### src/rtl/led_illum_pkg.sv
package led_illum_pkg;

    typedef enum logic [1:0] {
        PH_RED = 2'd0,
        PH_GRN = 2'd1,
        PH_BLU = 2'd2
    } phase_t;

    typedef enum logic {
        GT_BLOCKED = 1'b0,
        GT_LIVE    = 1'b1
    } gate_t;

    localparam int NUM_COLOURS = 3;

endpackage

### src/rtl/led_sync.sv
module led_sync #(
    parameter int   STAGES  = 2,
    parameter logic RST_VAL = 1'b0
) (
    input  logic clk,
    input  logic rst_n,
    input  logic d,
    output logic q
);
    logic [STAGES-1:0] chain;

    always_ff @(posedge clk or negedge rst_n) begin
        if (!rst_n)
            chain <= {STAGES{RST_VAL}};
        else
            chain <= {chain[STAGES-2:0], d};
    end

    assign q = chain[STAGES-1];

endmodule

### src/rtl/led_pwm_chan.sv
module led_pwm_chan #(
    parameter int CW = 8
) (
    input  logic          clk,
    input  logic          rst_n,
    input  logic [CW-1:0] duty,
    output logic          pwm_o
);
    logic [CW-1:0] cnt;
    logic [CW-1:0] duty_q;
    logic          wrap;

    assign wrap = (cnt == {CW{1'b1}});

    always_ff @(posedge clk or negedge rst_n) begin
        if (!rst_n) begin
            cnt    <= '0;
            duty_q <= '0;
        end else begin
            cnt <= cnt + 1'b1;
            if (wrap)
                duty_q <= duty;
        end
    end

    always_comb begin
        pwm_o = (cnt < duty_q);
    end

    // a zero duty never produces a high output
    a_r5_zero_low: assert property (@(posedge clk) disable iff (!rst_n)
        (duty_q == '0) |-> !pwm_o);

    // a duty change only takes hold across a counter wrap
    a_r5_duty_at_wrap: assert property (@(posedge clk) disable iff (!rst_n)
        !$past(wrap) |-> $stable(duty_q));

endmodule

### src/rtl/led_phase_seq.sv
module led_phase_seq
    import led_illum_pkg::*;
#(
    parameter int DW = 8
) (
    input  logic          clk,
    input  logic          rst_n,
    input  logic [DW-1:0] dwell_r,
    input  logic [DW-1:0] dwell_g,
    input  logic [DW-1:0] dwell_b,
    output phase_t        phase,
    output logic          cyc_start
);
    phase_t        nxt;
    logic [DW-1:0] cnt;
    logic [DW-1:0] dwell_cur;
    logic          last;

    always_comb begin
        unique case (phase)
            PH_RED:  dwell_cur = dwell_r;
            PH_GRN:  dwell_cur = dwell_g;
            PH_BLU:  dwell_cur = dwell_b;
            default: dwell_cur = dwell_r;
        endcase
        last = ({1'b0, cnt} + 1'b1) >= {1'b0, dwell_cur};
    end

    always_comb begin
        nxt = phase;
        unique case (phase)
            PH_RED:  if (last) nxt = PH_GRN;
            PH_GRN:  if (last) nxt = PH_BLU;
            PH_BLU:  if (last) nxt = PH_RED;
            default: nxt = PH_RED;
        endcase
    end

    always_ff @(posedge clk or negedge rst_n) begin
        if (!rst_n) begin
            phase <= PH_RED;
            cnt   <= '0;
        end else begin
            phase <= nxt;
            cnt   <= last ? '0 : cnt + 1'b1;
        end
    end

    always_comb begin
        cyc_start = (phase == PH_BLU) && last;
    end

    // red is always followed by green
    a_r2_red_to_grn: assert property (@(posedge clk) disable iff (!rst_n)
        ($past(phase) == PH_RED && phase != PH_RED) |-> phase == PH_GRN);

    // green is always followed by blue
    a_r2_grn_to_blu: assert property (@(posedge clk) disable iff (!rst_n)
        ($past(phase) == PH_GRN && phase != PH_GRN) |-> phase == PH_BLU);

    // a phase is held until its dwell count expires
    a_r3_hold_phase: assert property (@(posedge clk) disable iff (!rst_n)
        !last |=> $stable(phase));

endmodule

### src/rtl/led_gate.sv
module led_gate
    import led_illum_pkg::*;
(
    input  logic clk,
    input  logic rst_n,
    input  logic ok,
    input  logic cyc_start,
    output logic live
);
    gate_t st;
    gate_t nxt;

    always_comb begin
        nxt = st;
        unique case (st)
            GT_BLOCKED: if (ok && cyc_start) nxt = GT_LIVE;
            GT_LIVE:    if (!ok)             nxt = GT_BLOCKED;
            default:    nxt = GT_BLOCKED;
        endcase
    end

    always_ff @(posedge clk or negedge rst_n) begin
        if (!rst_n)
            st <= GT_BLOCKED;
        else
            st <= nxt;
    end

    always_comb begin
        live = (st == GT_LIVE) && ok;
    end

    // the gate opens only on a blue-to-red wrap
    a_r8_open_on_wrap: assert property (@(posedge clk) disable iff (!rst_n)
        ($past(st) == GT_BLOCKED && st == GT_LIVE) |-> $past(cyc_start));

    // a lost override condition closes the gate at once
    a_r6_close: assert property (@(posedge clk) disable iff (!rst_n)
        !ok |-> !live);

endmodule

### src/rtl/led_illum_ctrl.sv
module led_illum_ctrl
    import led_illum_pkg::*;
#(
    parameter int DW          = 8,
    parameter int PW          = 8,
    parameter int SYNC_STAGES = 2
) (
    input  logic          clk,
    input  logic          rst_n,
    input  logic          fault_in,
    input  logic          led_en_in,
    input  logic [PW-1:0] duty_r,
    input  logic [PW-1:0] duty_g,
    input  logic [PW-1:0] duty_b,
    input  logic [DW-1:0] dwell_r,
    input  logic [DW-1:0] dwell_g,
    input  logic [DW-1:0] dwell_b,
    output logic          drv_on,
    output logic          strobe_r,
    output logic          strobe_g,
    output logic          strobe_b,
    output logic          pwm_r,
    output logic          pwm_g,
    output logic          pwm_b
);
    logic                   fault_s;
    logic                   en_s;
    logic                   ok;
    logic                   live;
    logic                   cyc_start;
    phase_t                 phase;
    logic [NUM_COLOURS-1:0] pwm_raw;
    logic [PW-1:0]          duty_arr [NUM_COLOURS];

    led_sync #(.STAGES(SYNC_STAGES), .RST_VAL(1'b1)) u_sync_fault (
        .clk(clk), .rst_n(rst_n), .d(fault_in), .q(fault_s)
    );

    led_sync #(.STAGES(SYNC_STAGES), .RST_VAL(1'b0)) u_sync_en (
        .clk(clk), .rst_n(rst_n), .d(led_en_in), .q(en_s)
    );

    assign ok = en_s && !fault_s;

    led_phase_seq #(.DW(DW)) u_seq (
        .clk(clk), .rst_n(rst_n),
        .dwell_r(dwell_r), .dwell_g(dwell_g), .dwell_b(dwell_b),
        .phase(phase), .cyc_start(cyc_start)
    );

    led_gate u_gate (
        .clk(clk), .rst_n(rst_n), .ok(ok), .cyc_start(cyc_start), .live(live)
    );

    always_comb begin
        duty_arr[0] = duty_r;
        duty_arr[1] = duty_g;
        duty_arr[2] = duty_b;
    end

    for (genvar gi = 0; gi < NUM_COLOURS; gi++) begin : g_pwm
        led_pwm_chan #(.CW(PW)) u_pwm (
            .clk(clk), .rst_n(rst_n), .duty(duty_arr[gi]), .pwm_o(pwm_raw[gi])
        );
    end

    always_comb begin
        drv_on   = live;
        strobe_r = live && (phase == PH_RED);
        strobe_g = live && (phase == PH_GRN);
        strobe_b = live && (phase == PH_BLU);
        pwm_r    = live && pwm_raw[0];
        pwm_g    = live && pwm_raw[1];
        pwm_b    = live && pwm_raw[2];
    end

    // never two strobes at once
    a_r2_one_strobe: assert property (@(posedge clk) disable iff (!rst_n)
        $onehot0({strobe_r, strobe_g, strobe_b}));

    // while the driver is on, exactly one strobe is active
    a_r4_drv_strobe: assert property (@(posedge clk) disable iff (!rst_n)
        drv_on |-> $countones({strobe_r, strobe_g, strobe_b}) == 1);

    // a synchronised fault darkens every output
    a_r6_fault_dark: assert property (@(posedge clk) disable iff (!rst_n)
        fault_s |-> !(drv_on || strobe_r || strobe_g || strobe_b || pwm_r || pwm_g || pwm_b));

    // a synchronised low enable darkens every output
    a_r7_enable_dark: assert property (@(posedge clk) disable iff (!rst_n)
        !en_s |-> !(drv_on || strobe_r || strobe_g || strobe_b || pwm_r || pwm_g || pwm_b));

    // illumination resumes with red
    a_r8_red_first: assert property (@(posedge clk) disable iff (!rst_n)
        $rose(drv_on) |-> strobe_r);

endmodule

### config.mk
export PLATFORM = sky130hd
export DESIGN_NAME = led_illum_ctrl
export DESIGN_NICKNAME = d
export VERILOG_FILES = /design/src/rtl/led_illum_pkg.sv /design/src/rtl/led_sync.sv /design/src/rtl/led_pwm_chan.sv /design/src/rtl/led_phase_seq.sv /design/src/rtl/led_gate.sv /design/src/rtl/led_illum_ctrl.sv
export SDC_FILE = /design/constraint.sdc
export NUM_CORES = 1
export LEC_CHECK = 0
export BUFFER_PORTS_ARGS = -buffer_cell sky130_fd_sc_hd__buf_2
export CORE_MARGIN = 10
export CORE_UTILIZATION = 40
export DETAILED_ROUTE_END_ITERATION = 8
export HOLD_SLACK_MARGIN = 0.05
export PLACE_DENSITY_LB_ADDON = 0.05
export SLEW_MARGIN = 20
export SYNTH_ARGS = -nofsm -noshare
export SYNTH_HDL_FRONTEND = slang
export SYNTH_HIERARCHICAL = 1
export SYNTH_SLANG_ARGS = --single-unit
### constraint.sdc
create_clock -name clk -period 5.8 [get_ports clk]
set_clock_uncertainty 0.05 [all_clocks]
set_input_delay 0.29 -clock clk [delete_from_list [all_inputs] [get_ports clk]]
set_output_delay 0.29 -clock clk [all_outputs]
set_load 0.02 [all_outputs]
# Yosys cells after proc, flatten, opt, wreduce, memory -nomap -nowiden
# Cells that the tools add are included.
# op_classes
addsub	5
magnitude_cmp	4
eq_ne	8
muxes	9
bitwise_logic	1
n_reduce_logical	13
# op_table
op	n
$add 8x1->8 const B	4
$eq 8x8->1 const B	3
$lt 8x8->1	3
$pmux 8 s2	1
$logic_and 1x1->1	10
$add 8x1->9 const B	1
$ge 9x8->1	1
$mux 8	1
$mux 2	3
$ne 2x1->1 const B	3
$pmux 2 s3	1
$reduce_and 3->1	1
$eq 2x1->1 const B	1
$eq 2x2->1 const B	1
$logic_not 2->1	1
$mux 1	2
$pmux 1 s2	1
$logic_not 1->1	1
$not 1->1	1
# totals
reg_bits	63
input_bits	52
output_inout_bits	7
elab_cells	51

# Depth between registers and ports, before layout
# Gate-level depths: netlist of run 1.
# logic_depth
ltp_word	7
ltp_mapped	13
depth_no_buf	12

# Modules after synthesis
# Netlist of run 1, hierarchy kept.
# by_module_without_submodules
mod	instances	cells_per_inst	area_each_um2	seq_area_each_um2
led_pwm_chan	3	68	848.3	400.4
led_phase_seq	1	93	875.8	250.2
led_illum_ctrl	1	7	58.8	0.0
led_sync at u_sync_fault	1	2	52.6	52.6
led_sync at u_sync_en	1	2	50.0	50.0
led_gate	1	3	40.0	25.0

# Worst setup path before layout of run 1
# Ideal clock, no wire load.
# synth_path
path_kind	register -> register
from	reg u_seq.phase[0]
to	reg u_seq.phase[0]
setup_ns	0.125
arrival_time_ns	2.670
required_ns	5.625
setup_slack_ns	2.955
stages_incl_launch_ff	11
n_path_buf	1
period_less_slack_ns	2.845
path_cell_list	dfrtp_1 inv_1 ha_1 clkbuf_1 a21oi_1 ha_1 nand2b_4 a2111oi_4 nor3_2 nor4b_4 mux2_2
# synth_via
elab_chain_cells	5
word_cells_on_any_way	10
classes_between	order compare (1); eq/ne (5); mux (2); reduce/logical (2)
# synth_rtl
item	line_no	source
start, declared	led_phase_seq.sv:11	output phase_t phase,
start signal, assigned	led_phase_seq.sv:44	phase <= nxt;
$eq 2x2->1 or $eq 2x1->1 (tied branches)	led_phase_seq.sv:20, led_phase_seq.sv:31	
$pmux 8 s2	led_phase_seq.sv:20	unique case (phase)
$ge 9x8->1	led_phase_seq.sv:26	last = ({1'b0, cnt} + 1'b1) >= {1'b0, dwell_cur};
$ne 2x1->1 (no source line)	--	
$reduce_and 3->1 (no source line)	--	
# Parallel ways exist; a longest one is shown, timed or not.
# A chain may end at the register's enable or synchronous reset.

# Final worst setup path of run 1
# layout_path
from	reg u_seq.phase[0]
to	reg u_gate.st
# layout_via
elab_chain_cells	7
word_cells_on_any_way	8
classes_between	order compare (1); eq/ne (2); mux (3); reduce/logical (2)
# layout_rtl
item	line_no	source
$eq 2x2->1 or $eq 2x1->1 (tied branches)	led_phase_seq.sv:20, led_phase_seq.sv:50	
$pmux 8 s2	led_phase_seq.sv:20	
$ge 9x8->1	led_phase_seq.sv:26	
$logic_and 1x1->1 (*)	led_phase_seq.sv:50	cyc_start = (phase == PH_BLU) && last;
named net cyc_start	led_illum_ctrl.sv:30	logic cyc_start;
$logic_and 1x1->1 (*)	led_gate.sv:16	GT_BLOCKED: if (ok && cyc_start) nxt = GT_LIVE;
$mux 1 (*)	led_gate.sv:16	
$pmux 1 s2 (*)	led_gate.sv:15	unique case (st)
named net u_gate.nxt	led_gate.sv:11	gate_t nxt;
end signal, assigned	led_gate.sv:26	st <= nxt;
end, declared	led_gate.sv:10	gate_t st;
# The timed path passes the listed nets; every way through them passes the cells marked *.

==> results.json, run 1 <==
{
  "wirelength_mm": 7.268,
  "synthXorXnorAreaFrac": 0.05803,
  "grt_pass1_wl_mm": 12.56,
  "clk_pin_slew_ps": 70,
  "drc": 0,
  "clk_latency_ps": 330,
  "synth_top_family_by_area": "simple AND/OR/NAND/NOR gates",
  "final_cells": 493,
  "p_comb_frac": 0.358,
  "power_leakage_uw": 0.002117,
  "peakVddDrop_mv": 0.2162,
  "setup_violations": 0,
  "reg2reg_from": "u_seq/phase[0]",
  "yosys.area_share.simple": 0.1596,
  "synth_mux_area_frac": 0.1057,
  "clock_sinks": 63,
  "yosysTopAreaCell": "dfrtp_1",
  "fin_crit_ps": 3097,
  "multiInputGateArea_um2": 1931,
  "gr-total-overflow": 0,
  "rr_worst_depth": 11,
  "syn_nets": 401,
  "hold_violations": 0,
  "fp.dieH_um": 115.2,
  "dpl_cell_area_um2": 4044,
  "tns_ps": 0,
  "worst_pin_slew_ps": 798.5,
  "worstPathMaxFanout": 16,
  "die_width_um": 115.2,
  "via_per_inst": 4.899,
  "cp-end-kind": "register",
  "cts_tree": "yes",
  "worstPathArrival_ps": 3260,
  "die_area_um2": 13260,
  "synthTopCellsByArea": "dfrtp_1 42%, ha_1 13%, mux2_4 9.9%",
  "grt_pass1_vias": 2586,
  "cp-start-kind": "register",
  "antennaDiodeCount": 0,
  "cts_max_level": 3,
  "cts.repair.resized": 0,
  "final_area_um2": 4287,
  "synth_edf_count": 0,
  "clockPowerShare": 0.293,
  "synth_seq_area_share": 0.4359,
  "port_buffers": 58,
  "gp_congestion": 0.8109,
  "fill_cells": 846,
  "cts_buffers": 9,
  "worstSetupPathType": "register to register",
  "wl_per_cell_um": 14.74,
  "ys_async_sr_fraction": 1.000,
  "hpwl_mm": 5.604,
  "clockRootBuffer": "clkbuf_8",
  "synth_flop_cell": "dfrtp_1",
  "netlist_area_um2": 3622,
  "synthAdderAreaFrac": 0.1313,
  "p_switching_uw": 476.8,
  "p_sw_frac": 0.3294,
  "avgSynthCellArea_um2": 11.65,
  "internal_power_uw": 970.7,
  "period_share": 0.5339,
  "netlist_instances": 311,
  "synth-compound-area-share": 0.07841,
  "ys_types": 36,
  "regArea_um2": 1579,
  "rrSetupSlack_ps": 2700,
  "grt_util_all_layers": 0.1167,
  "ys_ff_latch": 63,
  "areaGrowthSynthToFinish_pct": 18.34,
  "antenna_found_initial": 0,
  "ios": 59,
  "num_vias": 2415,
  "yosys_warnings": 6,
  "dp_cells": 475,
  "grt_max_degree": 64,
  "drv_slew": 0,
  "holdWs_ps": 60.41,
  "status": "finished, final reports clean",
  "coreArea_um2": 8763,
  "rsz0062_at_grt": "false",
  "postCtsHoldBufs": 2,
  "first_iter_violations": 38,
  "hold_path.class": "primary input to async pin",
  "fmax_mhz": 322.9,
  "ant_nets": 0,
  "drive_gt1_frac": 0.3195,
  "nets": 470,
  "synth.top_cell.area_share": 0.4214,
  "rr_endpoint": "u_gate/st",
  "cap_violations": 0,
  "fin_util": 0.4891,
  "clockBufferDepth": 2,
  "p_seq_frac": 0.350,
  "powerDensity_nw_per_um2": 337.7,
  "drt-pass1-iter-count": 4,
  "maxSlewHeadroom": 0.4677,
  "cp.required_ps": 5970,
  "initial_core_util": 0.4133,
  "num_rows": 34,
  "cts_setup_buffers": 0
}
==> sequential cells by signal, summed over array words and instances (netlist names) <==
name,count
g_pwm.u_pwm/duty_q,24
u_seq/phase,2
u_gate/st,1
u_sync_en/chain,2
u_seq/cnt,8
u_sync_fault/chain,2
g_pwm.u_pwm/cnt,24
==> how the worst max path moves through the flow <==
stage                     endpoint  cells past startpoint  slack [ps]            from
floorplan           u_seq/phase[0]                     10        2950  u_seq/phase[0]
global placement         u_gate/st                     11        2820  u_seq/phase[0]
detailed placement       u_gate/st                     11        2690  u_seq/phase[0]
CTS                      u_gate/st                     11        2690  u_seq/phase[0]
global route             u_gate/st                     11        2450  u_seq/phase[0]
finish                   u_gate/st                     11        2700  u_seq/phase[0]
==> worst max-delay path, stage by stage, from the launching register on <==
cell and delay (ps):
dfrtp_1 450, inv_1 120, ha_1 530, nor2_1 100, a21oi_1 180, ha_1 260
nand2b_4 150, a2111oi_4 380, o21a_1 170, o21ai_1 190, and2_1 260, o21a_1 160
==> cells in the mapped netlist (4+ instances only) <==
library cell and instances:
a21oi_1 13, nand3_1 18, dfrtp_1 61, and2_2 4, nor2b_1 10, inv_1 27, ha_1 38, mux2_4 24
nand2_1 18, o21ai_0 11, xor2_1 12, nor2_1 15, o21a_1 4, xnor2_1 12, a22oi_1 8
==> layout make-up <==
| class | instances | share of cell area |
|---|---|---|
| clock buffer | 11 | 0.03298 |
| clock inverter | 5 | 0.01897 |
| inverter | 27 | 0.02364 |
| multi-input combinational | 218 | 0.4504 |
| sequential | 63 | 0.3684 |
| tap | 108 | 0.03152 |
| timing repair buffer | 61 | 0.07414 |
==> placed cells by master, fill, tap and decap left out, types with 3 or more instances in the layout <==
master	netlist	routed
dfrtp_1	61	61
nand2_1	18	18
a21oi_1	13	13
inv_1	27	27
clkbuf_8	0	10
nand3_2	3	3
and3_2	3	3
and2_2	4	4
mux2_4	24	24
nor2b_1	10	10
a22oi_1	8	8
buf_2	0	58
ha_1	38	38
nand3_1	18	18
nor2_1	15	15
nor2_8	3	3
o21ai_0	11	11
nand4_4	3	3
o211ai_1	3	3
o21a_1	4	4
xor2_1	12	12
xnor2_1	12	12
==> stage by stage <==
step | power, uW | setup WS (ps)
5_1_grt | 1567 | 2451
3_3_place_gp | 1022 | 2823
2_1_floorplan | 916.8 | 2955
6_report | 1447 | 2703
3_5_place_dp | 1036 | 2686
4_1_cts | 1473 | 2692
==> power by group through the flow <==
stage	clock network [uW]	logic, uW	registers (uW)
finish	423	518	506
global placement	0	509	513
floorplan	0	411	506
global route	459	596	512
detailed placement	0	522	515
CTS	441	526	506
==> metal layers <==
layer / vias to the layer above / GRT usage / routed length [um]
met5: - / 0 / 0
met2: 55 / 0.1809 / 3296
met3: 7 / 0.04427 / 436
met1: 1145 / 0.1454 / 3451
met4: 0 / 0.04043 / 85
li1: 1208 / - / -
==> cells by family (layout without fill, tap and decap cells) <==
kind of cell	after synthesis	in the layout
buffers and inverters	30	104
AO/OA/AOI/OAI	44	44
XOR/XNOR	24	24
flip-flops	63	63
AND/OR/NAND/NOR	86	86
multiplexers	26	26
adder cells (fa/ha/maj)	38	38
Power figures use the tool's default switching activity.
==> run 2, diff against run 1 <==
--- a/config.mk
+++ b/config.mk
@@ -5,6 +5,7 @@
 export SDC_FILE = /design/constraint.sdc
 export NUM_CORES = 1
 export LEC_CHECK = 0
+export ABC_AREA = 1
 export BUFFER_PORTS_ARGS = -buffer_cell sky130_fd_sc_hd__buf_2
 export CORE_MARGIN = 10
 export CORE_UTILIZATION = 40
==> constraint.sdc (replaced) <==
create_clock -name clk -period 3.04 [get_ports clk]
set_clock_uncertainty 0.05 [all_clocks]
set_input_delay 0.152 -clock clk [delete_from_list [all_inputs] [get_ports clk]]
set_output_delay 0.152 -clock clk [all_outputs]
set_load 0.02 [all_outputs]
==> results.json, run 2 <==
{
  "status": "finished, final reports clean",
  "reg_top3": "g_pwm.u_pwm/cnt: 24 flops, g_pwm.u_pwm/duty_q: 24 flops, u_seq/cnt: 8 flops",
  "synth_flop_cell": "dfrtp_1",
  "final_cells": 616,
  "cp-end-kind": "register",
  "worstPathMaxFanout": 8,
  "netlist_area_um2": 3687,
  "grt_pass1_wl_mm": 12.42,
  "fp.dieH_um": 116.0,
  "worstPathArrival_ps": 2750,
  "powerDensity_nw_per_um2": 558.9,
  "total_power_uw": 2549,
  "multiInputGateArea_um2": 1752,
  "post-synth-top-count-cell": "nand2_1",
  "grt_max_degree": 45,
  "path_delay_family": "simple AND/OR/NAND/NOR gates",
  "num_vias": 2752,
  "rsz0062_at_grt": "false",
  "clockBufferDepth": 2,
  "antenna_found_initial": 0,
  "gp_congestion": 0.7641,
  "syn_nets": 500,
  "cts.repair.resized": 0,
  "first_iter_violations": 98,
  "wl_per_cell_um": 11.55,
  "critPathMaxStageDelay_ps": 440,
  "die_area_um2": 13460,
  "power_leakage_uw": 0.002721,
  "via_per_inst": 4.468,
  "synthTopCellsByArea": "dfrtp_1 41%, ha_1 13%, nand2_1 8.9%",
  "layout_common_cells": "87 x nand2_1, 82 x inv_1, 61 x dfrtp_1, 57 x buf_2, 38 x ha_1",
  "worstSetupPathType": "register to register",
  "cp-start-kind": "register",
  "ys_types": 24,
  "drc": 0,
  "num_rows": 34,
  "cp.required_ps": 3190,
  "cp_cell_sequence": "inv_1 -> ha_1 -> inv_1 -> a221o_1 -> o21ai_0 -> ha_1 -> nand2_1 -> nor2_1 -> nand2_1 -> nand3_1 -> nand2_1 -> nand2_1 -> nand2_1 -> nand2_1 -> nor2_1",
  "crit_start": "u_seq/phase[0]",
  "cp_common_cell": "nand2_1",
  "cts_buffers": 9,
  "crit_buf_inv": 2,
  "ys_async_sr_fraction": 1.000,
  "wirelength_mm": 7.115,
  "grt_pass1_vias": 2785,
  "drt-pass1-iter-count": 4,
  "holdWs_ps": 289.0,
  "setup_violations": 0,
  "maxSlewHeadroom": 0.6324,
  "cap_violations": 0,
  "yosysTopAreaCell": "dfrtp_1",
  "clk_latency_ps": 330,
  "port_buffers": 58,
  "synth_seq_area_share": 0.4282,
  "hpwl_mm": 5.404,
  "clockRootBuffer": "clkbuf_8",
  "synth.top_cell.area_share": 0.4140,
  "fin_crit_ps": 2593,
  "worst_pin_slew_ps": 551.3,
  "regArea_um2": 1579,
  "ys_ff_latch": 63,
  "clk_pin_slew_ps": 70,
  "drv_slew": 0,
  "cts_tree": "yes",
  "hold_violations": 0,
  "grt_util_all_layers": 0.1147,
  "initial_core_util": 0.4167,
  "synth_commonest_cells": "87 x nand2_1, 82 x inv_1, 61 x dfrtp_1, 38 x ha_1, 24 x o21ai_2",
  "dp_cells": 573,
  "fmax_mhz": 385.7,
  "nets": 593,
  "final_common_cell": "nand2_1",
  "drive_gt1_frac": 0.2441,
  "coreArea_um2": 8848,
  "areaGrowthSynthToFinish_pct": 23.69,
  "reg2reg_from": "u_seq/phase[0]",
  "fin_util": 0.5154,
  "avgSynthCellArea_um2": 8.993,
  "peakVddDrop_mv": 0.2738,
  "fill_cells": 851,
  "netlist_instances": 410,
  "cts_max_level": 3,
  "slowest_stage": "dfrtp_1",
  "yosys_warnings": 6,
  "synth_edf_count": 0,
  "ios": 59,
  "gr-total-overflow": 0,
  "hold_path.class": "primary input to async pin",
  "antennaDiodeCount": 0,
  "period_share": 0.8529,
  "die_width_um": 116.0,
  "ant_nets": 0,
  "tns_ps": 0,
  "clock_sinks": 63
}
-- run 2: logic make-up (layout without fill, tap and decap cells) --
kind of cell    count (synthesis)  in the layout  synth area share
simple gates                  138            138            0.1781
xor+xnor                       22             22           0.05226
fa+ha+maj                      38             38            0.1289
flops                          63             63            0.4282
compound gates                 60             60            0.1157
buf+inv                        89            187           0.09671
-- run 2: area by class of cell --
type / instances / area share
well taps: 108 / 0.02963
flip-flops and latches: 63 / 0.3462
clock buffers: 10 / 0.03018
multi-input cells: 258 / 0.3841
clock inverters: 6 / 0.01317
inverters: 83 / 0.06831
repair buffers: 88 / 0.1284
-- run 2: worst paths after layout --
| check | slack [ps] | to | cells past startpoint |
|---|---|---|---|
| max | 450 | u_seq/cnt[0] | 15 |
| min in group clk | 300 | u_sync_en/chain[1] | 0 |
| max in group asynchronous | 2000 | g_pwm[0].u_pwm/cnt[6] | 3 |
| min | 290 | g_pwm[1].u_pwm/duty_q[6] | 2 |
| min reg2reg | 300 | u_sync_en/chain[1] | 0 |
| max reg2reg | 450 | u_seq/cnt[0] | 15 |
-- run 2: worst reg2reg max path, cell delays in order, from the launching register on --
cell,delay [ps]
dfrtp_1,440
inv_1,110
ha_1,310
inv_1,210
a221o_1,140
o21ai_0,90
ha_1,300
nand2_1,60
nor2_1,100
nand2_1,50
nand3_1,60
nand2_1,50
nand2_1,50
nand2_1,110
nand2_1,260
nor2_1,70
-- run 2: power breakdown --
group          internal, uW  switching, uW
Clock                   396            319
Sequential              899           49.0
Combinational           379            507
-- run 2: per-stage QoR --
step           setup WS, ps  instance area [um^2]
3_5_place_dp          453.0                  4090
3_3_place_gp          535.6                  4090
6_report              447.2                  4561
4_1_cts               436.7                  4558
2_1_floorplan         509.5                  3687
5_1_grt               114.6                  4561
-- run 2: repair_timing --
action / 4_1_cts / 5_1_grt
hold buffers: 27 / 0
endpoints found under the hold margin: 66 / 0
buffers inserted: 0 / 0
-- run 2: metal layers --
| layer | track usage | part of all wire | up-vias |
|---|---|---|---|
| met5 | 0 | 0 | - |
| met3 | 0.03876 | 0.043 | 4 |
| met1 | 0.1385 | 0.46 | 1237 |
| met2 | 0.1885 | 0.49 | 39 |
| met4 | 0.03753 | 0.0084 | 0 |
| li1 | - | - | 1472 |
